$ cat src/rtl/fbscan_pkg.sv
package fbscan_pkg;
  // strobes from the raster control to the fetch datapath
  typedef struct packed {
    logic rowStart;  // first clock of a visible line: arm the row fetch
    logic firstRow;  // qualifies rowStart for line 0 of the frame
    logic pixPop;    // visible clock while the display is active
    logic flush;     // display inactive: drop queued and in-flight data
  } fbscan_strobe_t;
endpackage

$ cat src/rtl/fbscan_fifo.sv
module fbscan_fifo #(
  parameter int WIDTH = 24,
  parameter int DEPTH = 16,
  localparam int PTRW = $clog2(DEPTH),
  localparam int CNTW = $clog2(DEPTH + 1)
) (
  input  logic             clk,
  input  logic             rstN,
  input  logic             flush,
  input  logic             push,
  input  logic [WIDTH-1:0] wrData,
  input  logic             pop,
  output logic [WIDTH-1:0] rdData,
  output logic [CNTW-1:0]  count,
  output logic             empty
);
  localparam logic [PTRW-1:0] LAST_PTR = PTRW'(DEPTH - 1);

  logic [WIDTH-1:0] store [DEPTH];
  logic [PTRW-1:0]  wrPtr, rdPtr;

  function automatic logic [PTRW-1:0] nextPtr(input logic [PTRW-1:0] p);
    return (p == LAST_PTR) ? '0 : p + 1'b1;
  endfunction

  always_ff @(posedge clk) begin
    if (push) store[wrPtr] <= wrData;
  end

  always_ff @(posedge clk) begin
    if (!rstN || flush) begin
      wrPtr <= '0;
      rdPtr <= '0;
      count <= '0;
    end else begin
      if (push) wrPtr <= nextPtr(wrPtr);
      if (pop)  rdPtr <= nextPtr(rdPtr);
      count <= count + CNTW'(push) - CNTW'(pop);
    end
  end

  assign rdData = store[rdPtr];
  assign empty  = (count == '0);
endmodule

$ cat src/rtl/fbscan_ctrl.sv
module fbscan_ctrl
  import fbscan_pkg::*;
#(
  parameter int H_VIS = 640, H_FP = 16, H_SYNC = 96, H_BP = 48,
  parameter int V_VIS = 480, V_FP = 10, V_SYNC = 2,  V_BP = 33,
  parameter int WORD_AW = 30,
  parameter int BASE_BITS = 11
) (
  input  logic               clk,
  input  logic               rstN,
  input  logic               regWe,
  input  logic               regSel,
  input  logic [31:0]        regWdata,
  output fbscan_strobe_t     strb,
  output logic [WORD_AW-1:0] frmBaseWord,
  output logic               frmRotate,
  output logic               deOut,
  output logic               hsyncN,
  output logic               vsyncN
);
  localparam int HBLANK = H_FP + H_SYNC + H_BP;
  localparam int HTOT   = HBLANK + H_VIS;
  localparam int VTOT   = V_VIS + V_FP + V_SYNC + V_BP;
  localparam int HCW    = $clog2(HTOT);
  localparam int VCW    = $clog2(VTOT);
  localparam int LOWW   = WORD_AW - BASE_BITS;
  localparam logic [HCW-1:0] H_LAST  = HCW'(HTOT - 1);
  localparam logic [HCW-1:0] H_VIS0  = HCW'(HBLANK);
  localparam logic [HCW-1:0] HS_ON   = HCW'(H_FP);
  localparam logic [HCW-1:0] HS_OFF  = HCW'(H_FP + H_SYNC);
  localparam logic [VCW-1:0] V_LAST  = VCW'(VTOT - 1);
  localparam logic [VCW-1:0] V_VISW  = VCW'(V_VIS);
  localparam logic [VCW-1:0] VS_ON   = VCW'(V_VIS + V_FP);
  localparam logic [VCW-1:0] VS_OFF  = VCW'(V_VIS + V_FP + V_SYNC);

  logic [HCW-1:0] hCnt;
  logic [VCW-1:0] vCnt;
  logic [BASE_BITS-1:0] cfgBase, frmBase;
  logic cfgEnable, cfgRotate, frmEnable;
  logic lineEnd, frameEnd, visLine, visible;
  logic [28-BASE_BITS:0] unusedWr;

  assign unusedWr = regWdata[30-BASE_BITS:2];

  assign lineEnd  = (hCnt == H_LAST);
  assign frameEnd = lineEnd && (vCnt == V_LAST);
  assign visLine  = (vCnt < V_VISW);
  assign visible  = visLine && (hCnt >= H_VIS0);

  // raster counters run whether or not the display is on
  always_ff @(posedge clk) begin
    if (!rstN) begin
      hCnt <= '0;
      vCnt <= '0;
    end else if (lineEnd) begin
      hCnt <= '0;
      vCnt <= frameEnd ? '0 : vCnt + 1'b1;
    end else begin
      hCnt <= hCnt + 1'b1;
    end
  end

  // software view and the per-frame snapshot
  always_ff @(posedge clk) begin
    if (!rstN) begin
      cfgBase   <= '0;
      cfgEnable <= 1'b0;
      cfgRotate <= 1'b0;
      frmBase   <= '0;
      frmEnable <= 1'b0;
      frmRotate <= 1'b0;
    end else begin
      if (regWe && !regSel) cfgBase <= regWdata[31 -: BASE_BITS];
      if (regWe && regSel) begin
        cfgEnable <= regWdata[0];
        cfgRotate <= regWdata[1];
      end
      if (frameEnd) begin
        frmBase   <= cfgBase;
        frmRotate <= cfgRotate;
        frmEnable <= cfgEnable;
      end else if (!cfgEnable) begin
        frmEnable <= 1'b0;
      end
    end
  end

  always_ff @(posedge clk) begin
    if (!rstN) begin
      deOut  <= 1'b0;
      hsyncN <= 1'b1;
      vsyncN <= 1'b1;
    end else begin
      deOut  <= visible;
      hsyncN <= !((hCnt >= HS_ON) && (hCnt < HS_OFF));
      vsyncN <= !((vCnt >= VS_ON) && (vCnt < VS_OFF));
    end
  end

  assign frmBaseWord   = {frmBase, {LOWW{1'b0}}};
  assign strb.rowStart = frmEnable && visLine && (hCnt == '0);
  assign strb.firstRow = (vCnt == '0);
  assign strb.pixPop   = frmEnable && visible;
  assign strb.flush    = !frmEnable;
endmodule

$ cat src/rtl/fbscan_dp.sv
module fbscan_dp
  import fbscan_pkg::*;
#(
  parameter int H_VIS = 640,
  parameter int V_VIS = 480,
  parameter int ROW_STRIDE = 1024,
  parameter int WORD_AW = 30,
  parameter int FIFO_DEPTH = 16,
  localparam int CNTW = $clog2(FIFO_DEPTH + 1)
) (
  input  logic               clk,
  input  logic               rstN,
  input  fbscan_strobe_t     strb,
  input  logic [WORD_AW-1:0] frmBaseWord,
  input  logic               frmRotate,
  output logic               memReq,
  output logic [WORD_AW-1:0] memAddr,
  input  logic               memReady,
  input  logic               memRdValid,
  input  logic [31:0]        memRdData,
  output logic [7:0]         red,
  output logic [7:0]         green,
  output logic [7:0]         blue,
  output logic [CNTW-1:0]    fifoCnt
);
  localparam int LW = $clog2(H_VIS + 1);
  localparam int PW = $clog2(2 * FIFO_DEPTH + 1);
  localparam int SW = PW + 1;
  localparam logic [LW-1:0]      ROW_WORDS  = LW'(H_VIS);
  localparam logic [WORD_AW-1:0] STRIDE_W   = WORD_AW'(ROW_STRIDE);
  localparam logic [WORD_AW-1:0] LAST_COL   = WORD_AW'(H_VIS - 1);
  localparam logic [WORD_AW-1:0] LAST_ROWOF = WORD_AW'((V_VIS - 1) * ROW_STRIDE);
  localparam logic [SW-1:0]      DEPTH_S    = SW'(FIFO_DEPTH);

  logic [WORD_AW-1:0] rowPtr, curAddr, thisRow;
  logic [LW-1:0] wordsLeft;
  logic [PW-1:0] pendKeep, pendDrop, keepNext, dropNext;
  logic credit, accept, rspKeep, rspDrop, fifoEmpty, popNow;
  logic [23:0] headPix, pixReg;
  logic [7:0] unusedTop;

  assign unusedTop = memRdData[31:24];

  // words queued plus words promised must fit the FIFO
  assign credit  = (SW'(fifoCnt) + SW'(pendKeep)) < DEPTH_S;
  assign memReq  = !strb.flush && (wordsLeft != '0) && credit;
  assign memAddr = curAddr;
  assign accept  = memReq && memReady;
  assign rspDrop = memRdValid && (pendDrop != '0);
  assign rspKeep = memRdValid && (pendDrop == '0);

  always_comb begin
    keepNext = pendKeep + PW'(accept) - PW'(rspKeep);
    dropNext = pendDrop - PW'(rspDrop);
    if (strb.flush) begin
      dropNext = dropNext + keepNext;
      keepNext = '0;
    end
  end

  always_comb begin
    if (!strb.firstRow) thisRow = rowPtr;
    else if (frmRotate) thisRow = frmBaseWord + LAST_ROWOF;
    else                thisRow = frmBaseWord;
  end

  always_ff @(posedge clk) begin
    if (!rstN) begin
      rowPtr    <= '0;
      curAddr   <= '0;
      wordsLeft <= '0;
      pendKeep  <= '0;
      pendDrop  <= '0;
    end else begin
      pendKeep <= keepNext;
      pendDrop <= dropNext;
      if (strb.flush) begin
        wordsLeft <= '0;
      end else if (strb.rowStart) begin
        wordsLeft <= ROW_WORDS;
        curAddr   <= frmRotate ? thisRow + LAST_COL : thisRow;
        rowPtr    <= frmRotate ? thisRow - STRIDE_W : thisRow + STRIDE_W;
      end else if (accept) begin
        wordsLeft <= wordsLeft - 1'b1;
        curAddr   <= frmRotate ? curAddr - 1'b1 : curAddr + 1'b1;
      end
    end
  end

  assign popNow = strb.pixPop && !fifoEmpty;

  fbscan_fifo #(.WIDTH(24), .DEPTH(FIFO_DEPTH)) u_fifo (
    .clk(clk), .rstN(rstN), .flush(strb.flush),
    .push(rspKeep), .wrData(memRdData[23:0]),
    .pop(popNow), .rdData(headPix), .count(fifoCnt), .empty(fifoEmpty)
  );

  always_ff @(posedge clk) begin
    if (!rstN) pixReg <= '0;
    else       pixReg <= popNow ? headPix : '0;
  end

  assign red   = pixReg[23:16];
  assign green = pixReg[15:8];
  assign blue  = pixReg[7:0];
endmodule

$ cat src/rtl/fbscan_top.sv
module fbscan_top
  import fbscan_pkg::*;
#(
  parameter int H_VIS = 640, H_FP = 16, H_SYNC = 96, H_BP = 48,
  parameter int V_VIS = 480, V_FP = 10, V_SYNC = 2,  V_BP = 33,
  parameter int ROW_STRIDE = 1024,
  parameter int WORD_AW = 30,
  parameter int BASE_BITS = 11,
  parameter int FIFO_DEPTH = 16
) (
  input  logic               clk,
  input  logic               rstN,
  input  logic               regWe,
  input  logic               regSel,
  input  logic [31:0]        regWdata,
  output logic               memReq,
  output logic [WORD_AW-1:0] memAddr,
  input  logic               memReady,
  input  logic               memRdValid,
  input  logic [31:0]        memRdData,
  output logic               deOut,
  output logic               hsyncN,
  output logic               vsyncN,
  output logic [7:0]         red,
  output logic [7:0]         green,
  output logic [7:0]         blue
);
  localparam int CNTW = $clog2(FIFO_DEPTH + 1);

  fbscan_strobe_t     strb;
  logic [WORD_AW-1:0] frmBaseWord;
  logic               frmRotate;
  logic [CNTW-1:0]    fifoCnt;

  fbscan_ctrl #(
    .H_VIS(H_VIS), .H_FP(H_FP), .H_SYNC(H_SYNC), .H_BP(H_BP),
    .V_VIS(V_VIS), .V_FP(V_FP), .V_SYNC(V_SYNC), .V_BP(V_BP),
    .WORD_AW(WORD_AW), .BASE_BITS(BASE_BITS)
  ) u_ctl (
    .clk(clk), .rstN(rstN), .regWe(regWe), .regSel(regSel), .regWdata(regWdata),
    .strb(strb), .frmBaseWord(frmBaseWord), .frmRotate(frmRotate),
    .deOut(deOut), .hsyncN(hsyncN), .vsyncN(vsyncN)
  );

  fbscan_dp #(
    .H_VIS(H_VIS), .V_VIS(V_VIS), .ROW_STRIDE(ROW_STRIDE),
    .WORD_AW(WORD_AW), .FIFO_DEPTH(FIFO_DEPTH)
  ) u_dp (
    .clk(clk), .rstN(rstN), .strb(strb), .frmBaseWord(frmBaseWord),
    .frmRotate(frmRotate), .memReq(memReq), .memAddr(memAddr),
    .memReady(memReady), .memRdValid(memRdValid), .memRdData(memRdData),
    .red(red), .green(green), .blue(blue), .fifoCnt(fifoCnt)
  );
endmodule

$ cat config.mk
export PLATFORM = sky130hd
export DESIGN_NAME = fbscan_top
export DESIGN_NICKNAME = d
export VERILOG_FILES = /design/src/rtl/fbscan_pkg.sv /design/src/rtl/fbscan_fifo.sv /design/src/rtl/fbscan_ctrl.sv /design/src/rtl/fbscan_dp.sv /design/src/rtl/fbscan_top.sv
export SDC_FILE = /design/constraint.sdc
export NUM_CORES = 1
export LEC_CHECK = 0
export ABC_CLOCK_PERIOD_IN_PS = 6550
export BUFFER_PORTS_ARGS = -buffer_cell sky130_fd_sc_hd__clkbuf_2
export CAP_MARGIN = 20
export CORE_MARGIN = 8
export CORE_UTILIZATION = 35
export CTS_BUF_LIST = sky130_fd_sc_hd__clkbuf_4
export CTS_CLUSTER_DIAMETER = 50
export DETAILED_ROUTE_END_ITERATION = 7
export GPL_ROUTABILITY_DRIVEN = 0
export HOLD_SLACK_MARGIN = 0.1
export PLACE_DENSITY = 0.6
export SETUP_SLACK_MARGIN = 0.05
export SLEW_MARGIN = 25
export SYNTH_ARGS = -nofsm -noshare
export SYNTH_HDL_FRONTEND = slang
export SYNTH_SLANG_ARGS = --single-unit
export TNS_END_PERCENT = 50
$ cat constraint.sdc
create_clock -name clk -period 6.55 [get_ports clk]
set_input_delay 0.9825 -clock clk [delete_from_list [all_inputs] [get_ports clk]]
set_output_delay 0.9825 -clock clk [all_outputs]
set_load 0.05 [all_outputs]
==> metrics <==
status=complete, no violations; drt wl/cell=19.3 um; Synth Area in Simple Gates=10.0%; CP max FO=14; number of max-cap violations=0; DRC=0; vias per std cell=5.15; Filler cells=6659; Post-Synth Adder-Cell Area=4.44%; Post-Syn Instances=1814; commonest cells after routing, fill and taps aside=384 x edfxtp_1, 217 x clkbuf_4, 164 x dfxtp_1, 163 x nand2_1, 120 x mux4_2; ANT nets after route=0; WHS Endpoint=u_ctl.cfgBase[3]; endpoints failing hold=0; Peak VDD IR=0.000146 V; CP Launch Type=flip-flop; post-synthesis mux area share=12.1%; worst rel slew slack=53.7%; Iter 0 DRT Violations=1000; Layout area overhead=14.6%; post-cts resize count=0; total CTS buffers=147; post-layout util=40.5%; pin count of the biggest net entering global routing=67; main combinational cell family by area after synthesis=multiplexers; Root Driver=clkbuf_4; Crit. End Element=flip-flop; dominant synthesized flop cell=edfxtp_1; Register-to-Register Path Depth=16; num rows=97; hold depth=3; final cycle utilization of the critical path=68.6%; GRT Overall Usage=14.8%; part of the Yosys area used for sequential elements=60.0%; Worst EP arrival=5.31 ns; global-route wire length before repair=90900 um; initial antenna violation count=5; layout cells sized above 1=25.0%; synth warn=0; Yosys cell types=74; final setup fails=0; number of flops mapped to enable cells by yosys=384; CP Class=reg -> reg; Compound-Gate Fraction of Synth Area=7.69%; via count=15783; Sum Neg Setup Slack=0 ns; Congestion Overflow GR=0; TritonCTS clock tree=done; hold_sp=regWdata[24]; clock sink count=552; CTS Buffer Depth=3; f_max=222 MHz; clk_lat worst skew=0.97 ns; Synth Net Count=1969; final worst path period need=4.49 ns; Synth Area in XOR/XNOR=3.53%; ys async rst share=0%; die width=282 um; Setup Buffers After CTS=0; number of global-route vias before repair=16168; RSZ-0062 raised after global routing=no; Worst R2R Start=u_ctl.vCnt[1]; P per Cell Area=254 nW/um^2; FF-to-FF setup slack=2.06 ns; Slew Limit Fails=0; Syn Area/Cell=13.7 sq um; Worst Tran Pin Value=0.677 ns; Final HPWL DP=36400 um; Worst-path clk slew=0.06 ns; DRT Pass-1 Iters=5; reg-to-reg endpoint=u_dp.rowPtr[29]; commonest non-fill, non-tap cell in the layout=edfxtp_1; die area=79600 sq um; HP Class=in -> reg; # IOs=128; CTS Hold Bufs=0; final WL=59300 um; Port-buffer cells=100; nets=2170; Setup WS pre-CTS=2.09 ns; Lkg Pwr=10.3 nW; Clock Skews=0.0758 ns; CP required=7.37 ns; Die Height=282 um; initial core utilization=35.4%; flip-flop and latch count after synthesis=552; core area=70100 sq um; Post-Synthesis Cell Area=24800 sq um; final setup margin=2.06 ns; # H-tree levels=4
[Yosys cell counts (all sizes together), types with 6 or more instances]
master,instances,area (sq um)
nand2b,8,50.1
o211ai,12,95.1
a31oi,11,68.8
inv,54,203
nor3,32,165
nand3,45,230
buf,25,116
dfxtp,168,3360
or3,8,50.1
o21a,11,82.6
nor2b,22,138
o211a,6,60.1
o31ai,6,50.1
ha,80,1000
edfxtp,384,11500
mux4,120,2700
o21ai,62,314
mux2i,28,280
and4,8,72.6
nor4,6,52.6
and3,44,275
xor2,42,368
a211oi,7,57.6
nand4,18,113
a21boi,25,188
o21bai,7,52.6
nand2,163,612
clkbuf,60,225
a21oi,73,377
nor2,92,345
xnor2,58,508
a21o,30,225
and2,34,213
[report_power, final]
| part | leakage, nW | switching (mW) | total, mW | internal [mW] |
|---|---|---|---|---|
| Combinational | 4.38 | 0.234 | 0.418 | 0.184 |
| Sequential | 4.81 | 0.0190 | 3.80 | 3.78 |
| Clock | 1.11 | 1.45 | 2.99 | 1.54 |
[stage by stage]
stage | hold slack (ns) | instance area [sq um] | total power, mW | instances
after floorplan | 0.412 | 24800 | 4.16 | 1814
after global placement | 0.442 | 26500 | 4.28 | 2801
after detailed placement | 0.443 | 26500 | 4.30 | 2804
after CTS | 0.199 | 28400 | 7.34 | 3062
after global routing | 0.269 | 28400 | 7.56 | 3065
final | 0.336 | 28400 | 7.21 | 3067
[worst max-delay path by stage]
stage	start	endpoint	slack [ns]
finish	u_ctl.vCnt[1]	u_dp.rowPtr[29]	2.06
global route	u_ctl.vCnt[0]	u_dp.rowPtr[28]	1.58
CTS	u_ctl.vCnt[1]	u_dp.rowPtr[29]	2.11
detailed placement	u_ctl.vCnt[1]	u_dp.rowPtr[29]	2.09
global placement	u_ctl.vCnt[1]	u_dp.rowPtr[29]	2.14
floorplan	u_dp.u_fifo.count[1]	u_dp.pendDrop[5]	1.36
[registers in the layout (all words and copies together) (netlist names), 4 cells and up]
register,flops
u_ctl.frmBase,11
u_ctl.cfgBase,11
u_dp.pendKeep,6
u_ctl.vCnt,10
u_dp.u_fifo.count,5
u_dp.u_fifo.store,384
u_dp.u_fifo.rdPtr,4
u_ctl.hCnt,10
u_dp.pixReg,24
u_dp.u_fifo.wrPtr,4
u_dp.rowPtr,30
u_dp.pendDrop,6
u_dp.memAddr,30
u_dp.wordsLeft,10
[layer usage]
layer	global-route usage [%]	share of wire, %	vias to the layer above
met3	3.57	5.6	104
li1	-	-	7400
met2	24.2	48	439
met1	18.9	44	7838
met4	5.70	2.3	2
met5	0	0.022	-
[critical path, stage by stage, from the launching register on]
cell	delay (ns)
dfxtp_1	0.36
inv_1	0.09
ha_1	0.14
nor2b_1	0.30
and3_1	0.67
nand2_1	0.35
nand2_1	0.20
ha_1	0.32
a2111o_1	0.45
a311o_1	0.34
a21oi_1	0.17
nor2_1	0.10
o21a_1	0.22
a41o_1	0.28
o31ai_2	0.21
xnor2_1	0.14
o21ai_1	0.07
[final cells by class]
class	instances	area, sq um	area share (%)
Tap cell	940	1180	4.14
Timing Repair Buffer	137	835	2.93
Antenna cell	3	7.51	0.0264
Inverter	55	206	0.726
Multi-Input combinational cell	1122	9420	33.1
Sequential cell	552	14900	52.4
Clock buffer	217	1630	5.73
Clock inverter	41	253	0.889
[kinds of logic (layout without fill, tap and decap cells)]
group / count (synthesis) / after routing
DFF: 552 / 552
and+or+nand+nor: 502 / 502
AOI/OAI and AO/OA: 286 / 286
muxes: 149 / 149
buffers and inverters: 140 / 450
xor gates and xnor gates: 100 / 100
adders and majority gates: 85 / 85
other: 0 / 3
Power figures use the tool's default switching activity.
